`src/rtl/win_watch_pkg.sv`:
```
package win_watch_pkg;
   typedef enum logic {
      DIR_BELOW = 1'b0,
      DIR_ABOVE = 1'b1
   } trip_dir_e;

   localparam int unsigned NUM_LIMITS = 2;
endpackage

```
`src/rtl/limit_cmp.sv`:
```
module limit_cmp
   import win_watch_pkg::*;
#(
   parameter int unsigned MAG_W     = 8,
   parameter bit          INCLUSIVE = 1'b0
) (
   input  logic [MAG_W+1:0]        lim_word,
   input  logic signed [MAG_W:0]   sample,
   output logic                    trip
);
   localparam int unsigned EXT_W = MAG_W + 2;

   logic [MAG_W-1:0]         mag;
   logic                     neg;
   trip_dir_e                dir;
   logic signed [EXT_W-1:0]  lim_tc;
   logic signed [EXT_W-1:0]  smp_x;
   logic                     above;
   logic                     below;

   assign mag = lim_word[MAG_W-1:0];
   assign neg = lim_word[MAG_W];
   assign dir = trip_dir_e'(lim_word[MAG_W+1]);

   // sign-magnitude to two's complement; -0 collapses to 0
   always_comb begin
      lim_tc = $signed({2'b00, mag});
      if (neg) lim_tc = -$signed({2'b00, mag});
   end

   assign smp_x = {sample[MAG_W], sample};

   generate
      if (INCLUSIVE) begin : g_incl
         assign above = (smp_x >= lim_tc);
         assign below = (smp_x <= lim_tc);
      end else begin : g_strict
         assign above = (smp_x > lim_tc);
         assign below = (smp_x < lim_tc);
      end
   endgenerate

   assign trip = (dir == DIR_ABOVE) ? above : below;
endmodule

```
`src/rtl/sticky_bit.sv`:
```
module sticky_bit (
   input  logic clk,
   input  logic rst_n,
   input  logic set_i,
   input  logic clr_i,
   output logic flag_o
);
   always_ff @(posedge clk or negedge rst_n) begin
      if (!rst_n)     flag_o <= 1'b0;
      else if (set_i) flag_o <= 1'b1;
      else if (clr_i) flag_o <= 1'b0;
   end

   assert_hold_R6: assert property (@(posedge clk) disable iff (!rst_n)
      (flag_o && !clr_i) |=> flag_o);
   assert_clear_R7: assert property (@(posedge clk) disable iff (!rst_n)
      (clr_i && !set_i) |=> !flag_o);
   assert_set_wins_R8: assert property (@(posedge clk) disable iff (!rst_n)
      set_i |=> flag_o);
   assert_quiet_R5: assert property (@(posedge clk) disable iff (!rst_n)
      (!flag_o && !set_i) |=> !flag_o);
endmodule

```
`src/rtl/win_watch.sv`:
```
module win_watch
   import win_watch_pkg::*;
#(
   parameter int unsigned MAG_W     = 8,
   parameter bit          INCLUSIVE = 1'b0
) (
   input  logic                  clk,
   input  logic                  rst_n,
   input  logic                  smp_vld,
   input  logic [MAG_W:0]        smp_val,
   input  logic [MAG_W+1:0]      lim_a,
   input  logic [MAG_W+1:0]      lim_b,
   input  logic [1:0]            clr_stat,
   output logic [1:0]            stat,
   output logic                  irq
);
   localparam int unsigned LW = MAG_W + 2;

   generate
      if (MAG_W < 2 || MAG_W > 30) begin : g_bad_width
         $error("win_watch: MAG_W out of range");
      end
      if (NUM_LIMITS != 2) begin : g_bad_count
         $error("win_watch: limit count must be 2");
      end
   endgenerate

   logic [LW-1:0] lim_arr [NUM_LIMITS];
   logic [NUM_LIMITS-1:0] trip;

   assign lim_arr[0] = lim_a;
   assign lim_arr[1] = lim_b;

   generate
      for (genvar i = 0; i < NUM_LIMITS; i++) begin : g_lim
         limit_cmp #(.MAG_W(MAG_W), .INCLUSIVE(INCLUSIVE)) u_cmp (
            .lim_word (lim_arr[i]),
            .sample   ($signed(smp_val)),
            .trip     (trip[i])
         );

         sticky_bit u_flag (
            .clk    (clk),
            .rst_n  (rst_n),
            .set_i  (smp_vld && trip[i]),
            .clr_i  (clr_stat[i]),
            .flag_o (stat[i])
         );

         assert_strobe_R5: assert property (@(posedge clk) disable iff (!rst_n)
            $rose(stat[i]) |-> $past(smp_vld));
      end
   endgenerate

   assign irq = |stat;

   assert_irq_stat_R9: assert property (@(posedge clk) disable iff (!rst_n)
      (smp_vld && |trip) |=> irq);
endmodule

```
`config.mk`:
```
export PLATFORM = sky130hd
export DESIGN_NAME = win_watch
export DESIGN_NICKNAME = d
export VERILOG_FILES = /design/src/rtl/win_watch_pkg.sv /design/src/rtl/limit_cmp.sv /design/src/rtl/sticky_bit.sv /design/src/rtl/win_watch.sv
export SDC_FILE = /design/constraint.sdc
export NUM_CORES = 1
export LEC_CHECK = 0
export ABC_AREA = 1
export CELL_PAD_IN_SITES_DETAIL_PLACEMENT = 1
export CELL_PAD_IN_SITES_GLOBAL_PLACEMENT = 2
export CORE_MARGIN = 3
export CORE_UTILIZATION = 23
export CTS_BUF_LIST = sky130_fd_sc_hd__clkbuf_16
export DETAILED_ROUTE_END_ITERATION = 12
export HOLD_SLACK_MARGIN = 0.05
export PLACE_DENSITY = 0.81
export SLEW_MARGIN = 20
export SYNTH_ARGS = -nofsm -noshare
export SYNTH_HDL_FRONTEND = slang
export SYNTH_SLANG_ARGS = --single-unit
```
`constraint.sdc`:
```
create_clock -name clk -period 0.9 [get_ports clk]
set_input_delay 0.135 -clock clk [delete_from_list [all_inputs] [get_ports clk]]
set_output_delay 0.135 -clock clk [all_outputs]
set_load 0.05 [all_outputs]
```
==> flow_metrics.tcl <==
set metrics [dict create \
    status "finished, violations left" \
    violations "negative setup slack" \
    required_ns 1.01 \
    nNetsFinal 303 \
    ys_seq_area_frac 0.04739 \
    crit_fanout 3 \
    die_x_um 73.76 \
    ys_ff_latch 2 \
    ys_top_cells_by_area "ha_1, nand2_1, inv_1" \
    setup_viol 5 \
    io_buffers 36 \
    worst_r2r_path_depth 4 \
    ctsHoldBuffers 0 \
    r2r-end "g_lim[1].u_flag.flag_o" \
    min_path_type "input pin to async pin" \
    cp_top_family "simple AND/OR/NAND/NOR gates" \
    row_count 24 \
    synth.distinct_cells 22 \
    synth_nets 231 \
    drv_cap 0 \
    grt_pass1_vias 1381 \
    place_hpwl_mm 2.792 \
    power.leakage_nw 1.062 \
    stdcell_count 297 \
    arrival_ns 1.92 \
    coreArea_um2 4384 \
    synthTopCellsByCount "nand2_1, inv_1, ha_1" \
    gp_congestion 0.7755 \
    start_kind "input pin" \
    yosysMostFrequentCell "nand2_1" \
    top_register "g_lim.u_flag.flag_o" \
    routed_wl_mm 3.441 \
    rr_startpoint "g_lim[1].u_flag.flag_o" \
    worst-path-buf-inv 4 \
    yosys.area.top_type "ha_1" \
    insertion_delay_ns 0.22 \
    synth_top_cell_area_share 0.2607 \
    rsz0062_at_grt "yes" \
    num_vias 1343 \
    grt_usage 0.1359 \
    critPathMaxStageDelay_ns 0.35 \
    reg_top3 "g_lim.u_flag.flag_o: 2 flops" \
    clock_sinks 2 \
    grt_pass1_wl_mm 5.927 \
    worst_hold_slack_ns 0.07826 \
    antenna_found_initial 0 \
    tightestPinTransition_ns 0.2356 \
    r2r_setup_slack_ns 0.06 \
    numCtsBuffers 3 \
    die_y_um 73.76 \
    crit_type "input pin to register" \
    drt-pass1-iter-count 4 \
    fillCellCount 558 \
    end_kind "register" \
    cp_slowest_cell "o41ai_4" \
    vias_per_cell 4.522 \
    cts_tree "built" \
    drt_iter0_markers 13 \
    wl_per_cell_um 11.59 \
    synth.avg_cell_area_um2 6.034 \
    grt_max_degree 12 \
    fin_tns_setup_ns -2.237 \
    vdd_drop_max_mv 0.5389 \
    start_util 0.2409 \
    die_area_um2 5441 \
    clock_skew_ns 0 \
    finalMaxSlewViolations 0 \
    synth_edf_count 0 \
    diodes 0 \
    dominantRegCellSynth "dfrtp_1" \
    setup_ws_ns -0.9133 \
    root_buffer "clkbuf_16" \
    dp_cells 287 \
    drc 0 \
    async_flop_share 1.000 \
    largest_reg_flops 2 \
    syn_area_um2 1056 \
    hold_viol 0 \
    cp_common_cell "nand2_1" \
    min_period_ns 1.813 \
    gr-total-overflow 0 \
    num_io_pins 37 \
    min_period_over_period 2.015 \
    htree_levels 1 \
    slew_headroom 0.8424 \
    postRouteAntennaNets 0 \
    fmax_ghz 0.5515 \
    postSynthCellCount 175 \
    clkSlewWorstSetupHoldPaths_ns 0.03 \
    layout-drive-gt1-share 0.4082 \
    area_growth_pct 93.72 \
    p_per_area_nw_per_um2 978.5 \
    cts_max_path_buffers 2 \
    crit_chain "buf_6 -> buf_6 -> inv_12 -> ha_4 -> nand2_4 -> o41ai_4 -> ha_1 -> nand2_2 -> inv_2 -> a21oi_2 -> nand4_1 -> nand2_1 -> nand2_1 -> nand3_1 -> nand2_1" \
    yosysWarnings 0 \
]
worst max path at each step:
stage / startpoint / end / slack, ns / cells past startpoint
2_1_floorplan: lim_a[1] / g_lim[0].u_flag.flag_o / -0.90 / 18
3_3_place_gp: lim_a[1] / g_lim[0].u_flag.flag_o / -1.68 / 17
3_5_place_dp: lim_a[1] / g_lim[0].u_flag.flag_o / -1.71 / 19
4_1_cts: lim_b[1] / g_lim[1].u_flag.flag_o / -0.92 / 18
5_1_grt: lim_a[2] / g_lim[0].u_flag.flag_o / -1.11 / 16
6_report: lim_b[1] / g_lim[1].u_flag.flag_o / -0.91 / 15
per-stage QoR:
stage                     total power, mW  cell area [µm²]    util  setup WS, ns
after floorplan                    0.7061             1152       -       -0.9035
after global placement              1.164             1778  0.4055        -1.678
after detailed placement            1.188             1778  0.4055        -1.712
after CTS                           2.003             2027  0.4623       -0.9236
after global routing                2.167             2046  0.4666        -1.111
final                               2.002             2046  0.4666       -0.9133
layer usage:
layer  up-vias  part of all wire  GRT usage
met5         -                 0          0
met4         0            0.0061    0.02616
met3         2             0.031   0.005472
met2        24              0.55     0.2638
met1       626              0.41     0.1629
li1        691                 -          -
cell families (layout without fill, tap and decap cells):
logic type,after synthesis,in the layout,synth area share
and+or+nand+nor,86,86,0.3708
buffers and inverters,40,110,0.1505
adders and majority gates,22,22,0.2607
AOI/OAI and AO/OA,14,14,0.07938
xor gates and xnor gates,11,11,0.09123
DFF,2,2,0.04740
worst register-to-register path, stage by stage (launching register included):
cell and delay [ns]:
dfrtp_1 0.38, buf_6 0.13, buf_4 0.12, nand2_1 0.06, nand2_1 0.05
cell usage in the layout (no fill, tap or decap), types with 3 or more instances in the layout:
cell,netlist,layout
inv_1,37,29
inv_2,0,4
ha_4,0,3
o21ai_1,1,3
xor2_1,7,5
ha_1,22,19
clkbuf_16,0,3
a21oi_2,2,3
nand4_1,4,4
nand3_2,4,6
nand2_2,2,12
nand2_1,52,40
nor2_2,0,4
buf_6,0,8
dlygate4sd2_1,0,6
a21oi_1,4,3
buf_4,2,30
clkdlybuf4s15_2,0,4
nand3_1,7,4
nor2_1,12,8
xnor2_1,4,4
clkdlybuf4s50_1,0,16
what timing repair did:
item                       CTS  global route
pin swaps                   55            17
buffers inserted             7             2
resized for setup           82            12
setup endpoints to repair    5             5
final cells by class:
cell class,instances,area (µm²),share of cell area
multi-input cells,133,1031,0.5040
repair buffers,70,653.1,0.3193
inverters,37,171.4,0.08379
clock buffers,3,75.07,0.03670
well taps,52,65.06,0.03180
flip-flops and latches,2,50.05,0.02446
power by group:
part / internal [mW] / switching (mW)
Clock: 0.565 / 0.104
Sequential: 0.106 / 0.0108
Combinational: 0.613 / 0.603
Note: power is estimated with default switching activity, not from simulation.
